File: config.mk
export PLATFORM = sky130hd
export DESIGN_NAME = pwrmode_ctrl
export DESIGN_NICKNAME = d
export VERILOG_FILES = /design/src/rtl/pwr_pkg.sv /design/src/rtl/rst_pin_qual.sv /design/src/rtl/pwr_ctl_reg.sv /design/src/rtl/pm_fsm.sv /design/src/rtl/pwrmode_ctrl.sv
export SDC_FILE = /design/constraint.sdc
export NUM_CORES = 1
export LEC_CHECK = 0
export ABC_AREA = 1
export BUFFER_PORTS_ARGS = -buffer_cell sky130_fd_sc_hd__clkbuf_2
export CORE_ASPECT_RATIO = 0.8
export CORE_MARGIN = 1.5
export CORE_UTILIZATION = 40
export CTS_CLUSTER_SIZE = 25
export DETAILED_ROUTE_END_ITERATION = 6
export PLACE_DENSITY = 0.66
export SLEW_MARGIN = 20
export SYNTH_ARGS = -nofsm -noshare
export SYNTH_HDL_FRONTEND = slang
export SYNTH_HIERARCHICAL = 1
export SYNTH_SLANG_ARGS = --single-unit
File: constraint.sdc
create_clock -name clk -period 2.5 [get_ports clk]
set_input_delay 0.375 -clock clk [delete_from_list [all_inputs] [get_ports clk]]
set_output_delay 0.375 -clock clk [all_outputs]
set_load 0.01 [all_outputs]
File: src/rtl/pwr_pkg.sv
`timescale 1ns/1ps
package pwr_pkg;
  typedef enum logic [1:0] {
    PM_RUN  = 2'd0,
    PM_IDLE = 2'd1,
    PM_DOWN = 2'd2
  } pm_state_t;

  localparam int CTL_W      = 8;
  localparam int B_IDLE     = 0;
  localparam int B_DOWN     = 1;
  localparam int B_ALE_OFF  = 4;
  localparam int B_WK_INT0  = 5;
  localparam int B_WK_SPI   = 6;
  localparam int B_BAUD_X2  = 7;
endpackage

File: src/rtl/rst_pin_qual.sv
`timescale 1ns/1ps
module rst_pin_qual #(
  parameter int SYNC_STAGES = 2,
  parameter int HOLD_CYC    = 16
) (
  input  logic clk,
  input  logic rst_n,
  input  logic pin_raw,
  output logic qualified
);
  localparam int CW = $clog2(HOLD_CYC + 1);
  localparam logic [CW-1:0] HOLD_V = CW'(HOLD_CYC);

  logic [SYNC_STAGES-1:0] sync_q;
  logic [CW-1:0]          run_q, run_d;

  // synchroniser chain
  generate
    for (genvar s = 0; s < SYNC_STAGES; s++) begin : g_sync
      if (s == 0) begin : g_first
        always_ff @(posedge clk or negedge rst_n) begin
          if (!rst_n) sync_q[0] <= 1'b0;
          else        sync_q[0] <= pin_raw;
        end
      end else begin : g_next
        always_ff @(posedge clk or negedge rst_n) begin
          if (!rst_n) sync_q[s] <= 1'b0;
          else        sync_q[s] <= sync_q[s-1];
        end
      end
    end
  endgenerate

  // run-length counter: saturates at HOLD, restarts on any low sample
  always_comb begin
    run_d = run_q;
    if (!sync_q[SYNC_STAGES-1])  run_d = '0;
    else if (run_q != HOLD_V)    run_d = run_q + 1'b1;
  end

  always_ff @(posedge clk or negedge rst_n) begin
    if (!rst_n) run_q <= '0;
    else        run_q <= run_d;
  end

  assign qualified = (run_q == HOLD_V);
endmodule

File: src/rtl/pwr_ctl_reg.sv
`timescale 1ns/1ps
module pwr_ctl_reg
  import pwr_pkg::*;
(
  input  logic             clk,
  input  logic             rst_n,
  input  logic             sys_rst,
  input  logic             we,
  input  logic [CTL_W-1:0] wdata,
  input  logic             clr_idle,
  input  logic             clr_down,
  output logic [CTL_W-1:0] q
);
  logic [CTL_W-1:0] q_d;
  logic             q_en;

  always_comb begin
    q_d  = q;
    q_en = 1'b0;
    if (sys_rst) begin
      q_d  = '0;
      q_en = 1'b1;
    end else if (clr_idle || clr_down) begin
      q_d[B_IDLE] = q[B_IDLE] & ~clr_idle;
      q_d[B_DOWN] = q[B_DOWN] & ~clr_down;
      q_en        = 1'b1;
    end else if (we) begin
      q_d  = wdata;
      q_en = 1'b1;
    end
  end

  always_ff @(posedge clk or negedge rst_n) begin
    if (!rst_n)    q <= '0;
    else if (q_en) q <= q_d;
  end
endmodule

File: src/rtl/pm_fsm.sv
`timescale 1ns/1ps
module pm_fsm
  import pwr_pkg::*;
(
  input  logic      clk,
  input  logic      rst_n,
  input  logic      sys_rst,
  input  logic      req_idle,
  input  logic      req_down,
  input  logic      en_int0,
  input  logic      en_spi,
  input  logic      irq_any,
  input  logic      wake_int0,
  input  logic      wake_spi,
  input  logic      wake_tic,
  input  logic      osc_off_cfg,
  output pm_state_t st,
  output logic      clr_idle,
  output logic      clr_down
);
  pm_state_t st_d;
  logic      down_wake;

  assign down_wake = (en_int0 & wake_int0)
                   | (en_spi  & wake_spi)
                   | (wake_tic & ~osc_off_cfg);

  always_comb begin
    st_d     = st;
    clr_idle = 1'b0;
    clr_down = 1'b0;
    if (sys_rst) begin
      st_d = PM_RUN;
    end else begin
      unique case (st)
        PM_RUN: begin
          if (req_down)      st_d = PM_DOWN;
          else if (req_idle) st_d = PM_IDLE;
        end
        PM_IDLE: begin
          if (irq_any) begin
            st_d     = PM_RUN;
            clr_idle = 1'b1;
          end
        end
        PM_DOWN: begin
          if (down_wake) begin
            st_d     = PM_RUN;
            clr_down = 1'b1;
          end
        end
        default: st_d = PM_RUN;
      endcase
    end
  end

  always_ff @(posedge clk or negedge rst_n) begin
    if (!rst_n) st <= PM_RUN;
    else        st <= st_d;
  end
endmodule

File: src/rtl/pwrmode_ctrl.sv
`timescale 1ns/1ps
module pwrmode_ctrl
  import pwr_pkg::*;
#(
  parameter int SYNC_STAGES = 2,
  parameter int HOLD_CYC    = 16
) (
  input  logic             clk,
  input  logic             rst_n,
  input  logic             rst_pin,
  input  logic             pwr_ctl_we,
  input  logic [CTL_W-1:0] pwr_ctl_wdata,
  input  logic             irq_any,
  input  logic             wake_int0,
  input  logic             wake_spi,
  input  logic             wake_tic,
  input  logic             osc_off_cfg,
  output logic [CTL_W-1:0] pwr_ctl_q,
  output logic             core_rst,
  output logic             core_clk_en,
  output logic             osc_pd_req,
  output logic             ale_dis,
  output logic             baud_dbl
);
  pm_state_t st;
  logic      clr_idle, clr_down;

  rst_pin_qual #(.SYNC_STAGES(SYNC_STAGES), .HOLD_CYC(HOLD_CYC)) u_qual (
    .clk       (clk),
    .rst_n     (rst_n),
    .pin_raw   (rst_pin),
    .qualified (core_rst)
  );

  pwr_ctl_reg u_reg (
    .clk      (clk),
    .rst_n    (rst_n),
    .sys_rst  (core_rst),
    .we       (pwr_ctl_we),
    .wdata    (pwr_ctl_wdata),
    .clr_idle (clr_idle),
    .clr_down (clr_down),
    .q        (pwr_ctl_q)
  );

  pm_fsm u_fsm (
    .clk         (clk),
    .rst_n       (rst_n),
    .sys_rst     (core_rst),
    .req_idle    (pwr_ctl_q[B_IDLE]),
    .req_down    (pwr_ctl_q[B_DOWN]),
    .en_int0     (pwr_ctl_q[B_WK_INT0]),
    .en_spi      (pwr_ctl_q[B_WK_SPI]),
    .irq_any     (irq_any),
    .wake_int0   (wake_int0),
    .wake_spi    (wake_spi),
    .wake_tic    (wake_tic),
    .osc_off_cfg (osc_off_cfg),
    .st          (st),
    .clr_idle    (clr_idle),
    .clr_down    (clr_down)
  );

  assign core_clk_en = (st == PM_RUN);
  assign osc_pd_req  = (st == PM_DOWN) & osc_off_cfg;
  assign ale_dis     = pwr_ctl_q[B_ALE_OFF];
  assign baud_dbl    = pwr_ctl_q[B_BAUD_X2];
endmodule

==> flow_summary.yaml <==
cts:
  htree_levels: 1
  root_buffer: "clkbuf_4"
  clock_sinks: 17
  cts_tree: "yes"
  clock_path_buffers: 2
  clk_latency_ns: 0.29
  cts_hold_buffers: 0
  clk_pin_slew_ns: 0.10
  post_cts_resize_count: 0
  post_cts_buffers: 0
  cts-buffers-inserted: 3
setup_path:
  crit_buf_inv: 4
  crit_chain: "inv_1, ha_1, nand2_1, inv_1, nand2_2, inv_2, nor4_1, buf_4, nor2_4, a21oi_2, nand2_1, nand2_1"
  arrival_ns: 2.21
  setup.worst_path.end_class: "flop"
  reg2reg_slack_ns: 0.52
  start_kind: "flop"
  cp_top_family: "simple AND/OR/NAND/NOR gates"
  cp.required_ns: 2.73
  r2r_cells: 12
  path_class: "flop to flop"
  cpMostUsedCell: "nand2_1"
  crit_fanout: 12
  cp_slowest_cell: "dfrtp_1"
  max_stage_delay_ns: 0.42
  crit_cells: 12
placement:
  place.port_buffers: 29
  dp.cells: 171
  gp_congestion: 0.746
  placed_area_sq_um: 1080
  dp_hpwl_microns: 1470
drt:
  via_per_inst: 4.81
  drt_first_pass_iters: 4
  drc: 0
  ant_nets: 0
  wl_per_cell_microns: 11.0
  num_vias: 841
  drt-initial-drc-count: 15
  routed_wl_microns: 1930
floorplan:
  row_count: 15
  ios: 30
  die_height_microns: 45.9
  initial_core_util_pct: 42.6
  dieArea_sq_um: 2600
  core_region_area_sq_um: 2160
  die_w_microns: 56.6
synthesis:
  yosys.area_share.adder_pct: 2.72
  synth.yosys.warnings: 6
  syn_area_sq_um: 920
  synth_xor_area_share_pct: 0
  synth_fp_nets: 138
  synth_compound_area_share_pct: 1.50
  synth_cells: 119
  yosys_register_bits: 17
  synth_top_family_by_area: "simple AND/OR/NAND/NOR gates"
  yosys.area_share.simple_pct: 39.3
  synth-seq-area-share_pct: 46.3
  yosys.cell_types.count: 18
  muxShareOfSynthArea_pct: 0
  synth_area_per_cell_sq_um: 7.73
sta:
  slew_headroom_pct: 71.0
  max_freq_mhz: 506
  holdWs_ns: -0.00370
  hold_viol: 10
  fin_skew_ns: 0.00502
  setup_viol: 0
  drv_slew: 0
  fin_crit_sh_pct: 79.1
  worst_slew_pin_slew_ns: 0.434
  fin_setup_tns_ns: 0
  rsz0062_at_grt: "no"
  min_period_ns: 1.98
finish:
  final_util_pct: 51.2
  fill_cells: 219
  antenna_cells: 0
  mostFrequentLayoutCell: "nand2_1"
  final_cell_count_no_fill: 175
  area_growth_pct: 20.1
  fin_area_sq_um: 1100
  drive_above_1_share_pct: 28.0
  final_cell_mix: "37 x nand2_1, 29 x clkbuf_2, 17 x dfrtp_1"
  nets: 170
outcome:
  violations: "hold timing"
  status: "complete, but fails checks"
global_routing:
  grt_max_degree: 18
  grt.total_usage_pct: 16.1
  grt_pass1_wl_microns: 3160
  antenna_found_initial: 0
  gr-total-overflow: 0
  grt_pass1_vias: 739
power:
  p_per_area_nw_per_um2: 850
  p_leak_uw: 0.000631
  irDropWorstVdd_v: 0.000509
worst_hold_path:
  hold_path_class: "input pin to asynchronous set/reset pin"
run:
  maxCapViolations: 0
## cell families after synthesis
| family | count (synthesis) |
|---|---|
| AOI/OAI and AO/OA | 2 |
| adders and majority gates | 2 |
| DFF | 17 |
| buffers and inverters | 20 |
| and+or+nand+nor | 78 |
## per-stage QoR
stage	hold slack, ns	setup slack (ns)	power (uW)
after global routing	0.00836	0.292	1030
final	-0.00370	0.523	940
after CTS	0.00530	0.508	953
after global placement	0.330	0.694	792
after detailed placement	0.340	0.562	797
after floorplan	0.0794	0.530	680
## metal layers
| metal | up-vias | wire length, microns | share of wire [%] | GRT usage (%) |
|---|---|---|---|---|
| li1 | 442 | - | - | - |
| met1 | 375 | 874 | 45 | 20.8 |
| met2 | 24 | 948 | 49 | 26.0 |
| met3 | 0 | 109 | 5.6 | 6.25 |
| met4 | 0 | 0 | 0 | 2.86 |
| met5 | - | 0 | 0 | 0 |
## state kept, by name, summed over array words and instances (netlist names)
| name | flops |
|---|---|
| u_qual/run_q | 5 |
| u_qual/sync_q | 2 |
| u_fsm/st | 2 |
| u_reg/q | 8 |
## path summary, 6_finish.rpt
| check | startpoint | endpoint |
|---|---|---|
| worst max-delay path | u_qual/run_q[0] | u_reg/q[2] |
| worst min-delay path | rst_n | u_qual/run_q[4] |
| worst max register to register | u_qual/run_q[0] | u_reg/q[2] |
| worst min register to register | u_qual/sync_q[0] | u_qual/sync_q[1] |
| max in group asynchronous | rst_n | u_reg/q[0] |
| min in group clk | rst_pin | u_qual/sync_q[0] |
## report_power, final
part           switching (uW)  leakage [uW]  internal, uW
combinational             208      0.000399           154
clock                    90.0     0.0000177          59.6
sequential               83.0      0.000214           345
## cells in the mapped netlist
cell	number	share of area (%)
nor2_4	1	1.2
dfrtp_1	17	46
buf_4	3	2.4
nand2_1	37	15
nand4_1	12	8.2
buf_6	1	1.2
nor2_2	3	2.0
nand2_2	1	0.68
nor4_1	2	1.4
a21oi_1	1	0.54
inv_1	15	6.1
nor3_1	1	0.54
inv_2	1	0.41
nor2_1	10	4.1
ha_1	2	2.7
or2_1	1	0.68
nand3_1	10	5.4
a21oi_2	1	0.95
## cell type report
type	instances	area, sq um	area share (%)
clock buffers	3	22.5	2.04
multi-input cells	82	400	36.2
clock inverters	1	5.00	0.453
well taps	25	31.3	2.83
inverters	16	60.1	5.44
flip-flops and latches	17	425	38.5
repair buffers	31	160	14.5
(Power assumes the default switching activity.)
